[config.mk]
export PLATFORM = sky130hd
export DESIGN_NAME = vec_addr_seq
export DESIGN_NICKNAME = d
export VERILOG_FILES = /design/src/rtl/vag_pkg.sv /design/src/rtl/vag_seq_fsm.sv /design/src/rtl/vag_piece_ctl.sv /design/src/rtl/vag_addr_gen.sv /design/src/rtl/vec_addr_seq.sv
export SDC_FILE = /design/constraint.sdc
export NUM_CORES = 1
export LEC_CHECK = 0
export ABC_CLOCK_PERIOD_IN_PS = 6770
export CORE_ASPECT_RATIO = 1.1
export CORE_MARGIN = 3
export CORE_UTILIZATION = 45
export DETAILED_ROUTE_END_ITERATION = 6
export GPL_TIMING_DRIVEN = 0
export MAX_ROUTING_LAYER = met4
export PLACE_DENSITY = 0.7
export SLEW_MARGIN = 20
export SYNTH_ARGS = -nofsm -noshare
export SYNTH_HDL_FRONTEND = slang
export SYNTH_HIERARCHICAL = 1
export SYNTH_SLANG_ARGS = --single-unit
export TNS_END_PERCENT = 1
[constraint.sdc]
create_clock -name clk -period 6.77 [get_ports clk]
set_input_delay 2.031 -clock clk [delete_from_list [all_inputs] [get_ports clk]]
set_output_delay 2.031 -clock clk [all_outputs]
set_load 0.05 [all_outputs]
[src/rtl/vag_pkg.sv]
package vag_pkg;

    typedef enum logic [1:0] {
        MODE_UNIT     = 2'd0,
        MODE_STRIDE   = 2'd1,
        MODE_INDEX    = 2'd2,
        MODE_UNIT_ALT = 2'd3
    } vag_mode_e;

    typedef enum logic [1:0] {
        ST_IDLE = 2'd0,
        ST_RUN  = 2'd1,
        ST_FIN  = 2'd2
    } vag_state_e;

endpackage

[src/rtl/vag_seq_fsm.sv]
module vag_seq_fsm
    import vag_pkg::*;
(
    input  logic       clk,
    input  logic       rst_n,
    input  logic       start_i,
    input  logic       zero_len_i,
    input  logic       fire_i,
    input  logic       final_i,
    output logic       accept_o,
    output logic       run_o,
    output logic       busy_o,
    output logic       done_o
);

    vag_state_e state_q;
    vag_state_e state_d;

    always_ff @(posedge clk or negedge rst_n) begin
        if (!rst_n) begin
            state_q <= ST_IDLE;
        end else begin
            state_q <= state_d;
        end
    end

    always_comb begin
        state_d = state_q;
        unique case (state_q)
            ST_IDLE: begin
                if (start_i) begin
                    state_d = zero_len_i ? ST_FIN : ST_RUN;
                end
            end
            ST_RUN: begin
                if (fire_i && final_i) begin
                    state_d = ST_FIN;
                end
            end
            ST_FIN: begin
                state_d = ST_IDLE;
            end
            default: begin
                state_d = ST_IDLE;
            end
        endcase
    end

    always_comb begin
        accept_o = 1'b0;
        run_o    = 1'b0;
        busy_o   = 1'b0;
        done_o   = 1'b0;
        unique case (state_q)
            ST_IDLE: accept_o = start_i;
            ST_RUN: begin
                run_o  = 1'b1;
                busy_o = 1'b1;
            end
            ST_FIN: begin
                busy_o = 1'b1;
                done_o = 1'b1;
            end
            default: begin
                busy_o = 1'b0;
            end
        endcase
    end

endmodule

[src/rtl/vag_piece_ctl.sv]
module vag_piece_ctl #(
    parameter int LEN_W = 16,
    parameter int MVL   = 64
) (
    input  logic             clk,
    input  logic             rst_n,
    input  logic             load_i,
    input  logic [LEN_W-1:0] total_i,
    input  logic             fire_i,
    output logic             zero_o,
    output logic             piece_last_o,
    output logic             op_last_o
);

    localparam int REM_W = $clog2(MVL);
    localparam int CNT_W = REM_W + 1;
    localparam logic [CNT_W-1:0] FULL = CNT_W'(MVL);

    logic [LEN_W-1:0] remain_q;
    logic [CNT_W-1:0] elem_q;
    logic [CNT_W-1:0] plen_q;
    logic [CNT_W-1:0] first_len;
    logic [REM_W-1:0] rem_bits;

    assign rem_bits  = total_i[REM_W-1:0];
    assign first_len = (rem_bits == '0) ? FULL : {1'b0, rem_bits};
    assign zero_o    = (total_i == '0);

    assign piece_last_o = (elem_q == plen_q - CNT_W'(1));
    assign op_last_o    = (remain_q == LEN_W'(1));

    always_ff @(posedge clk or negedge rst_n) begin
        if (!rst_n) begin
            remain_q <= '0;
            elem_q   <= '0;
            plen_q   <= FULL;
        end else if (load_i) begin
            remain_q <= total_i;
            elem_q   <= '0;
            plen_q   <= first_len;
        end else if (fire_i) begin
            remain_q <= remain_q - LEN_W'(1);
            if (piece_last_o) begin
                elem_q <= '0;
                plen_q <= FULL;
            end else begin
                elem_q <= elem_q + CNT_W'(1);
            end
        end
    end

endmodule

[src/rtl/vag_addr_gen.sv]
module vag_addr_gen
    import vag_pkg::*;
#(
    parameter int ADDR_W     = 32,
    parameter int WORD_BYTES = 4,
    parameter int NBANKS     = 8
) (
    input  logic              clk,
    input  logic              rst_n,
    input  logic              load_i,
    input  logic [1:0]        mode_i,
    input  logic [ADDR_W-1:0] base_i,
    input  logic [ADDR_W-1:0] stride_i,
    input  logic              fire_i,
    input  logic [ADDR_W-1:0] idx_i,
    output logic              indexed_o,
    output logic [ADDR_W-1:0] addr_o,
    output logic [((NBANKS > 1) ? $clog2(NBANKS) : 1)-1:0] bank_o
);

    localparam int BSH    = $clog2(WORD_BYTES);
    localparam int BANK_W = (NBANKS > 1) ? $clog2(NBANKS) : 1;

    vag_mode_e         mode_q;
    logic [ADDR_W-1:0] base_q;
    logic [ADDR_W-1:0] ptr_q;
    logic [ADDR_W-1:0] step_q;

    always_ff @(posedge clk or negedge rst_n) begin
        if (!rst_n) begin
            mode_q <= MODE_UNIT;
            base_q <= '0;
            ptr_q  <= '0;
            step_q <= '0;
        end else if (load_i) begin
            mode_q <= vag_mode_e'(mode_i);
            base_q <= base_i;
            ptr_q  <= base_i;
            step_q <= (vag_mode_e'(mode_i) == MODE_STRIDE) ? stride_i
                                                            : ADDR_W'(WORD_BYTES);
        end else if (fire_i) begin
            ptr_q <= ptr_q + step_q;
        end
    end

    assign indexed_o = (mode_q == MODE_INDEX);
    assign addr_o    = indexed_o ? (base_q + idx_i) : ptr_q;

    generate
        if (NBANKS > 1) begin : g_banked
            assign bank_o = addr_o[BSH +: BANK_W];
        end else begin : g_single
            assign bank_o = '0;
        end
    endgenerate

endmodule

[src/rtl/vec_addr_seq.sv]
module vec_addr_seq #(
    parameter int ADDR_W     = 32,
    parameter int LEN_W      = 16,
    parameter int MVL        = 64,
    parameter int WORD_BYTES = 4,
    parameter int NBANKS     = 8
) (
    input  logic              clk,
    input  logic              rst_n,
    input  logic              start_i,
    input  logic [1:0]        mode_i,
    input  logic [ADDR_W-1:0] base_i,
    input  logic [ADDR_W-1:0] stride_i,
    input  logic [LEN_W-1:0]  total_i,
    input  logic              idx_valid_i,
    input  logic [ADDR_W-1:0] idx_data_i,
    output logic              idx_ready_o,
    output logic              addr_valid_o,
    input  logic              addr_ready_i,
    output logic [ADDR_W-1:0] addr_o,
    output logic [((NBANKS > 1) ? $clog2(NBANKS) : 1)-1:0] bank_o,
    output logic              piece_last_o,
    output logic              op_last_o,
    output logic              busy_o,
    output logic              done_o
);

    logic accept;
    logic run;
    logic fire;
    logic zero_len;
    logic indexed;
    logic plast_raw;
    logic olast_raw;

    vag_seq_fsm u_fsm (
        .clk        (clk),
        .rst_n      (rst_n),
        .start_i    (start_i),
        .zero_len_i (zero_len),
        .fire_i     (fire),
        .final_i    (olast_raw),
        .accept_o   (accept),
        .run_o      (run),
        .busy_o     (busy_o),
        .done_o     (done_o)
    );

    vag_piece_ctl #(
        .LEN_W (LEN_W),
        .MVL   (MVL)
    ) u_piece (
        .clk          (clk),
        .rst_n        (rst_n),
        .load_i       (accept),
        .total_i      (total_i),
        .fire_i       (fire),
        .zero_o       (zero_len),
        .piece_last_o (plast_raw),
        .op_last_o    (olast_raw)
    );

    vag_addr_gen #(
        .ADDR_W     (ADDR_W),
        .WORD_BYTES (WORD_BYTES),
        .NBANKS     (NBANKS)
    ) u_addr (
        .clk       (clk),
        .rst_n     (rst_n),
        .load_i    (accept),
        .mode_i    (mode_i),
        .base_i    (base_i),
        .stride_i  (stride_i),
        .fire_i    (fire),
        .idx_i     (idx_data_i),
        .indexed_o (indexed),
        .addr_o    (addr_o),
        .bank_o    (bank_o)
    );

    assign addr_valid_o = run && (!indexed || idx_valid_i);
    assign idx_ready_o  = run && indexed && addr_ready_i;
    assign fire         = addr_valid_o && addr_ready_i;
    assign piece_last_o = addr_valid_o && plast_raw;
    assign op_last_o    = addr_valid_o && olast_raw;

endmodule

==> results of run 1 <==
[final cells by class]
class                           instances  area [um^2]
Antenna cell                            2        5.005
Buffer                                 49        196.4
Clock buffer                           22        484.2
Clock inverter                         10        130.1
Fill cell                            1744         7664
Inverter                               55        206.4
Multi-Input combinational cell        824         6047
Sequential cell                       130         3254
Tap cell                              252        315.3
Timing Repair Buffer                  181         1764
[timing repair]
| item | in CTS | in global routing |
|---|---|---|
| endpoints found under the setup margin | 27 | 21 |
| buffers inserted | 4 | 17 |
| pin swaps | 21 | 29 |
| resized for setup | 141 | 46 |
[power by group through the flow]
stage                     registers [W]  clock network (W)  logic (W)
after floorplan                 0.00130                  0    0.00282
after global placement          0.00136                  0    0.00379
after detailed placement        0.00137                  0    0.00386
after CTS                       0.00138           0.000980    0.00401
after global routing            0.00144            0.00102    0.00453
final                           0.00139           0.000968    0.00419
[synthesized netlist by cell type (9+ instances only)]
| master | number |
|---|---|
| nand2_1 | 131 |
| dfrtp_1 | 129 |
| o21ai_0 | 126 |
| ha_1 | 71 |
| a21oi_1 | 65 |
| inv_1 | 54 |
| xnor2_1 | 49 |
| nor2_1 | 45 |
| clkbuf_1 | 43 |
| xor2_1 | 33 |
| a22o_1 | 31 |
| a21o_1 | 30 |
| mux2i_1 | 23 |
| nor3_1 | 18 |
| nand3_1 | 17 |
| and3_1 | 12 |
| o21bai_1 | 11 |
| a31oi_1 | 10 |
| mux2_2 | 9 |
| nand2b_1 | 9 |
| nor4_1 | 9 |
[layout by cell type, fill, tap and decap left out, types with 6 or more instances in the layout]
master	synthesis	routed
a21o_1	30	30
and3_1	12	12
nand4_1	6	6
mux2i_1	23	23
clkbuf_16	0	17
dlygate4sd2_1	0	8
nand2_1	131	131
clkbuf_1	43	43
a22o_1	31	31
nor4_1	9	9
o21bai_1	11	11
buf_6	0	7
a31oi_1	10	7
mux2_2	9	8
and2_1	7	7
nor3_1	18	16
o21ai_0	126	121
xor2_1	33	33
a21oi_1	65	58
nor2_1	45	44
nand3_1	17	16
o21ai_1	5	9
o21a_1	7	6
ha_1	71	53
clkdlybuf4s50_1	0	123
xnor2_1	49	49
nor2b_1	8	8
o211ai_1	6	6
ha_4	0	16
dfrtp_1	129	129
dlymetal6s2s_1	0	7
inv_1	54	53
buf_4	3	26
nand2b_1	9	9
[routing by layer]
metal / vias to the layer above / part of all wire (%) / global-route usage, %
li1: 4215 / - / -
met1: 4277 / 42 / 31.88
met2: 317 / 50 / 43.60
met3: 37 / 6.9 / 5.226
met4: 0 / 1.8 / 6.745
met5: - / 0 / -
[kinds of logic after synthesis]
| kind of cell | after synthesis | synth area share (%) |
|---|---|---|
| AND/OR/NAND/NOR | 290 | 15.06 |
| flip-flops | 130 | 35.06 |
| buffers and inverters | 105 | 4.381 |
| AO/OA/AOI/OAI | 346 | 23.94 |
| multiplexers | 32 | 3.572 |
| XOR/XNOR | 83 | 7.981 |
| adder cells (fa/ha/maj) | 73 | 10.00 |
[flip-flops by register name, summed over array words and instances, names as in the netlist]
register / cells
u_addr/ptr_q: 32
u_addr/base_q: 32
u_addr/step_q: 32
u_addr/mode_q: 2
u_piece/remain_q: 16
u_piece/elem_q: 7
u_fsm/state_q: 2
u_piece/plen_q: 7
[stage by stage]
step                cell area [um^2]  setup TNS [ns]  setup slack [ns]
finish                         12400         -0.3821           -0.1129
global route                   12400         -0.8824           -0.2089
CTS                            12140          -1.333           -0.2562
detailed placement             11230          -20.02            -1.560
global placement               11200         -226.46            -1.613
floorplan                       9291          -1.568           -0.3361
[final timing paths]
check / start / depth (start not counted) / to
min reg2reg: u_addr/base_q[30] / 1 / u_addr/base_q[30]
min: u_addr/base_q[30] / 1 / u_addr/base_q[30]
max reg2reg: u_addr/mode_q[1] / 9 / u_addr/ptr_q[18]
max: idx_data_i[4] / 15 / addr_o[31]
max in group asynchronous: rst_n / 2 / u_addr/ptr_q[19]
min in group asynchronous: rst_n / 1 / u_piece/remain_q[6]
==> metrics, run 1 <==
# setup viols final 4; First DRT Iteration DRCs 515; top_reg_cell synth dfrtp_1; area grow syn2layout 33.63%; Total Wirelength 28.64 mm; initial antenna violation count 2; top achievable clock speed 145.3 MHz; Slew Viols, Final 0; CP Class in -> out; Clk network pwr share 14.8%; Initial Util 46.25%; sequential-to-total area share from yosys stat 35.06%; final net count 1450; Setup crit end kind primary output; fin util 61.81%; number of global-route vias before repair 8744; Antenna Violating Nets Remaining 0; Final min period 6.883 ns; total congestion overflow 0; IO Count 160; worst relative slew slack 44.16%; synth unique cells 74; ys async rst share 100.0%; first-pass GRT wire length 44.42 mm; hold slack 0.4920 ns; flop2flop setup slack 3.25 ns; cell mode on critical path buf_4; Final Power 0.006555 W; fin crit share 101.7%; critical path's slowest cell o311a_4; cts hold-fix bufs 0; Fin. Hold Viols 0; delay-heaviest family, CP compound AO/OA/AOI/OAI gates; crit-path cells dlymetal6s2s_1 > ha_4 > o211ai_1 > o211ai_1 > buf_4 > a41oi_2 > buf_4 > a31oi_4 > a221o_2 > a21oi_4 > o311a_4 > buf_4 > a221oi_2 > o21ai_1 > buf_6; layout cells sized above 1 11.88%; Gate power share 64.0%; core area 20070 um^2; status finished, violations left; WL/cell 18.78 um; Clock Skews 0.007570 ns; Root Driver clkbuf_16; worst min path class reg -> reg; TritonCTS clock tree done; worst slew pin tran 0.8377 ns; Seq pwr share 21.3%; Final GP Congestion 0.9082; mapped cell area 9281 um^2; PortBufs 159; post-synth top area cell dfrtp_1; PwrDens 528.5 nW/um^2; DP HPWL 21.38 mm; crit-path max cell delay 0.38 ns; Die Span Y 156.6 um; leakage 5.501 nW; Yosys warning count 6; total iterations of the first detailed-routing run 7; failing checks negative setup slack; largest net degree at the start of global routing 68; Pint 0.003371 W; CP Buf/Inv Count 5; gr usage total 25.90%; final setup margin -0.1129 ns; H-tree depth 4; Clock Tree Buf Depth 2; TritonCTS Buffers 17; Critical Path RT 4.74 ns; crit path DAT 4.85 ns; Sw Ratio 48.57%; Max FO, Critical Path 5; RSZ-0062 raised after global routing yes; vias per cell 5.801; Non-Filler Instances 1525; Worst-path clk slew 0.05 ns; Clock Sinks 130; syn nets 1251; placed insts 1471; NetSw 0.003184 W; maxcap violations 0; Via Count 8846; Synth Register Bits 130; CP startpoint kind primary input; worst vdd ir 0.2525 mV; Total Die Area 22390 um^2; Area contributors post-synth dfrtp_1 (35%), ha_1 (9.6%), o21ai_0 (6.8%); Clock Latency Late Sink 0.43 ns; Post-Synthesis Cells 1059; syn_area_per_cell 8.764 um^2; share of the synthesized area in the top cell type 34.78%; Die W 142.9 um; row cnt 54; drt drc 0; Post-synth EDFFs 0
(Power assumes the default switching activity.)
==> run 2: changes to the inputs <==
--- a/config.mk
+++ b/config.mk
@@ -6,6 +6,7 @@
 export NUM_CORES = 1
 export LEC_CHECK = 0
 export ABC_CLOCK_PERIOD_IN_PS = 6770
+export CAP_MARGIN = 0
 export CORE_ASPECT_RATIO = 1.1
 export CORE_MARGIN = 3
 export CORE_UTILIZATION = 45
==> results of run 2 <==
The final DEF is identical to that of run 1; final timing and power are the same.
==> run 3: changes to the inputs <==
--- a/config.mk
+++ b/config.mk
@@ -9,11 +9,10 @@
 export CAP_MARGIN = 0
 export CORE_ASPECT_RATIO = 1.1
 export CORE_MARGIN = 3
-export CORE_UTILIZATION = 45
+export CORE_UTILIZATION = 25
 export DETAILED_ROUTE_END_ITERATION = 6
 export GPL_TIMING_DRIVEN = 0
 export MAX_ROUTING_LAYER = met4
-export PLACE_DENSITY = 0.7
 export SLEW_MARGIN = 20
 export SYNTH_ARGS = -nofsm -noshare
 export SYNTH_HDL_FRONTEND = slang
==> metrics, run 3 (same netlist as run 1, synthesis figures left out) <==
Initial Util 25.53%; Fin. Hold Viols 0; placed insts 1706; Slew Viols, Final 0; cell mode on critical path o22ai_4; Total Wirelength 31.69 mm; dpl cell area 11520 um^2; PortBufs 159; initial antenna violation count 11; crit path DAT 4.77 ns; Non-Filler Instances 1768; area grow syn2layout 35.94%; total congestion overflow 0; Root Driver clkbuf_16; status finished, violations left; cts hold-fix bufs 0; H-tree depth 4; Total Die Area 39480 um^2; Clock Skews 0.01052 ns; row cnt 73; CP Class in -> out; critical path's slowest cell a311oi_4; worst min path class reg -> reg; vias per cell 4.903; Final min period 6.797 ns; hold slack 0.4997 ns; design area 12620 um^2; Antenna Violating Nets Remaining 0; Clock Sinks 130; commonest non-fill, non-tap cell in the layout nand2_1; WL/cell 17.92 um; Die W 189.7 um; failing checks negative setup slack; final net count 1450; drt drc 0; RSZ-0062 raised after global routing yes; First DRT Iteration DRCs 479; crit-path max cell delay 0.39 ns; Critical Path RT 4.74 ns; TritonCTS Buffers 17; Clock Tree Buf Depth 2; Setup crit end kind primary output; CP startpoint kind primary input; Final GP Congestion 0.9052; leakage 5.417 nW; Clock Latency Late Sink 0.42 ns; Die Span Y 208.1 um; worst slew pin tran 0.8329 ns; largest net degree at the start of global routing 95; Worst-path clk slew 0.06 ns; layout cells sized above 1 11.49%; Final Power 0.006536 W; worst relative slew slack 44.35%; # setup viols final 2; TritonCTS clock tree done; first-pass GRT wire length 49.25 mm; total iterations of the first detailed-routing run 5; number of global-route vias before repair 8921; top achievable clock speed 147.1 MHz; IO Count 160; PwrDens 518.0 nW/um^2; highest-count cells in the layout ignoring fill and taps nand2_1 (131), dfrtp_1 (129), o21ai_0 (121), clkdlybuf4s50_1 (117), a21oi_1 (61); DP HPWL 24.13 mm; gr usage total 16.31%; Max FO, Critical Path 4; Via Count 8669; final setup margin -0.02740 ns; maxcap violations 0; top flop regs u_addr/base_q x32, u_addr/ptr_q x32, u_addr/step_q x32; crit-path cells dlygate4sd2_1 > ha_4 > nand4_1 > o22ai_4 > o22ai_4 > o21a_4 > a311oi_4 > o221ai_2 > o21ai_2 > mux2_4 > nor3_4 > buf_6; fin crit share 100.4%; setup TNS -0.02827 ns; core area 36350 um^2; worst vdd ir 0.2699 mV
==> run 3: cell type report <==
type / instances / area [um^2]
antenna: 10 / 25.02
buffer: 49 / 196.4
clock buffer: 18 / 439.2
clock inverter: 14 / 155.1
fill: 3857 / 23740
inverter: 55 / 206.4
multi-input combinational: 824 / 6021
sequential: 130 / 3254
tap: 487 / 609.3
timing repair buffer: 181 / 1710
==> run 3: final timing paths <==
path                       slack, ns  cells past startpoint              start           endpoint
min                             0.50                      1  u_addr/base_q[30]  u_addr/base_q[30]
max                            -0.03                     12      idx_data_i[5]         addr_o[30]
min in group asynchronous       1.48                      1              rst_n  u_piece/plen_q[5]
max reg2reg                     3.09                     10   u_addr/mode_q[1]   u_addr/ptr_q[31]
max in group asynchronous       4.46                      2              rst_n  u_addr/step_q[15]
min reg2reg                     0.50                      1  u_addr/base_q[30]  u_addr/base_q[30]
==> run 3: metrics by stage <==
stage | util [%] | worst slack (ns)
global placement | 31.61 | -1.884
floorplan | - | -0.3361
finish | 34.71 | -0.02740
global route | 34.71 | -0.1281
CTS | 34.67 | -0.04250
detailed placement | 31.70 | -1.869
==> run 3: what timing repair did <==
action | in CTS | in global routing
pin swaps | 43 | 3
setup endpoints to repair | 27 | 17
resized for setup | 173 | 21
buffers inserted | 21 | 0
==> run 3: critical path, delay by kind of cell <==
kind | cells | cell delay, ns
AOI/OAI and AO/OA | 6 | 1.36
adders and majority gates | 1 | 0.28
buffers and inverters | 2 | 0.44
muxes | 1 | 0.33
and+or+nand+nor | 2 | 0.31
==> run 3: per-layer routing <==
metal | wire length (um) | global-route usage, % | part of all wire [%]
met2 | 15090 | 26.17 | 48
met5 | 0 | - | 0
met1 | 13920 | 20.09 | 44
met3 | 1779 | 3.943 | 5.6
met4 | 891 | 5.635 | 2.8
==> run 3: where the power goes <==
part           switching, W  internal (W)  leakage (nW)
logic               0.00257       0.00163          3.50
registers          0.000293       0.00110          1.64
clock network      0.000388      0.000557         0.276
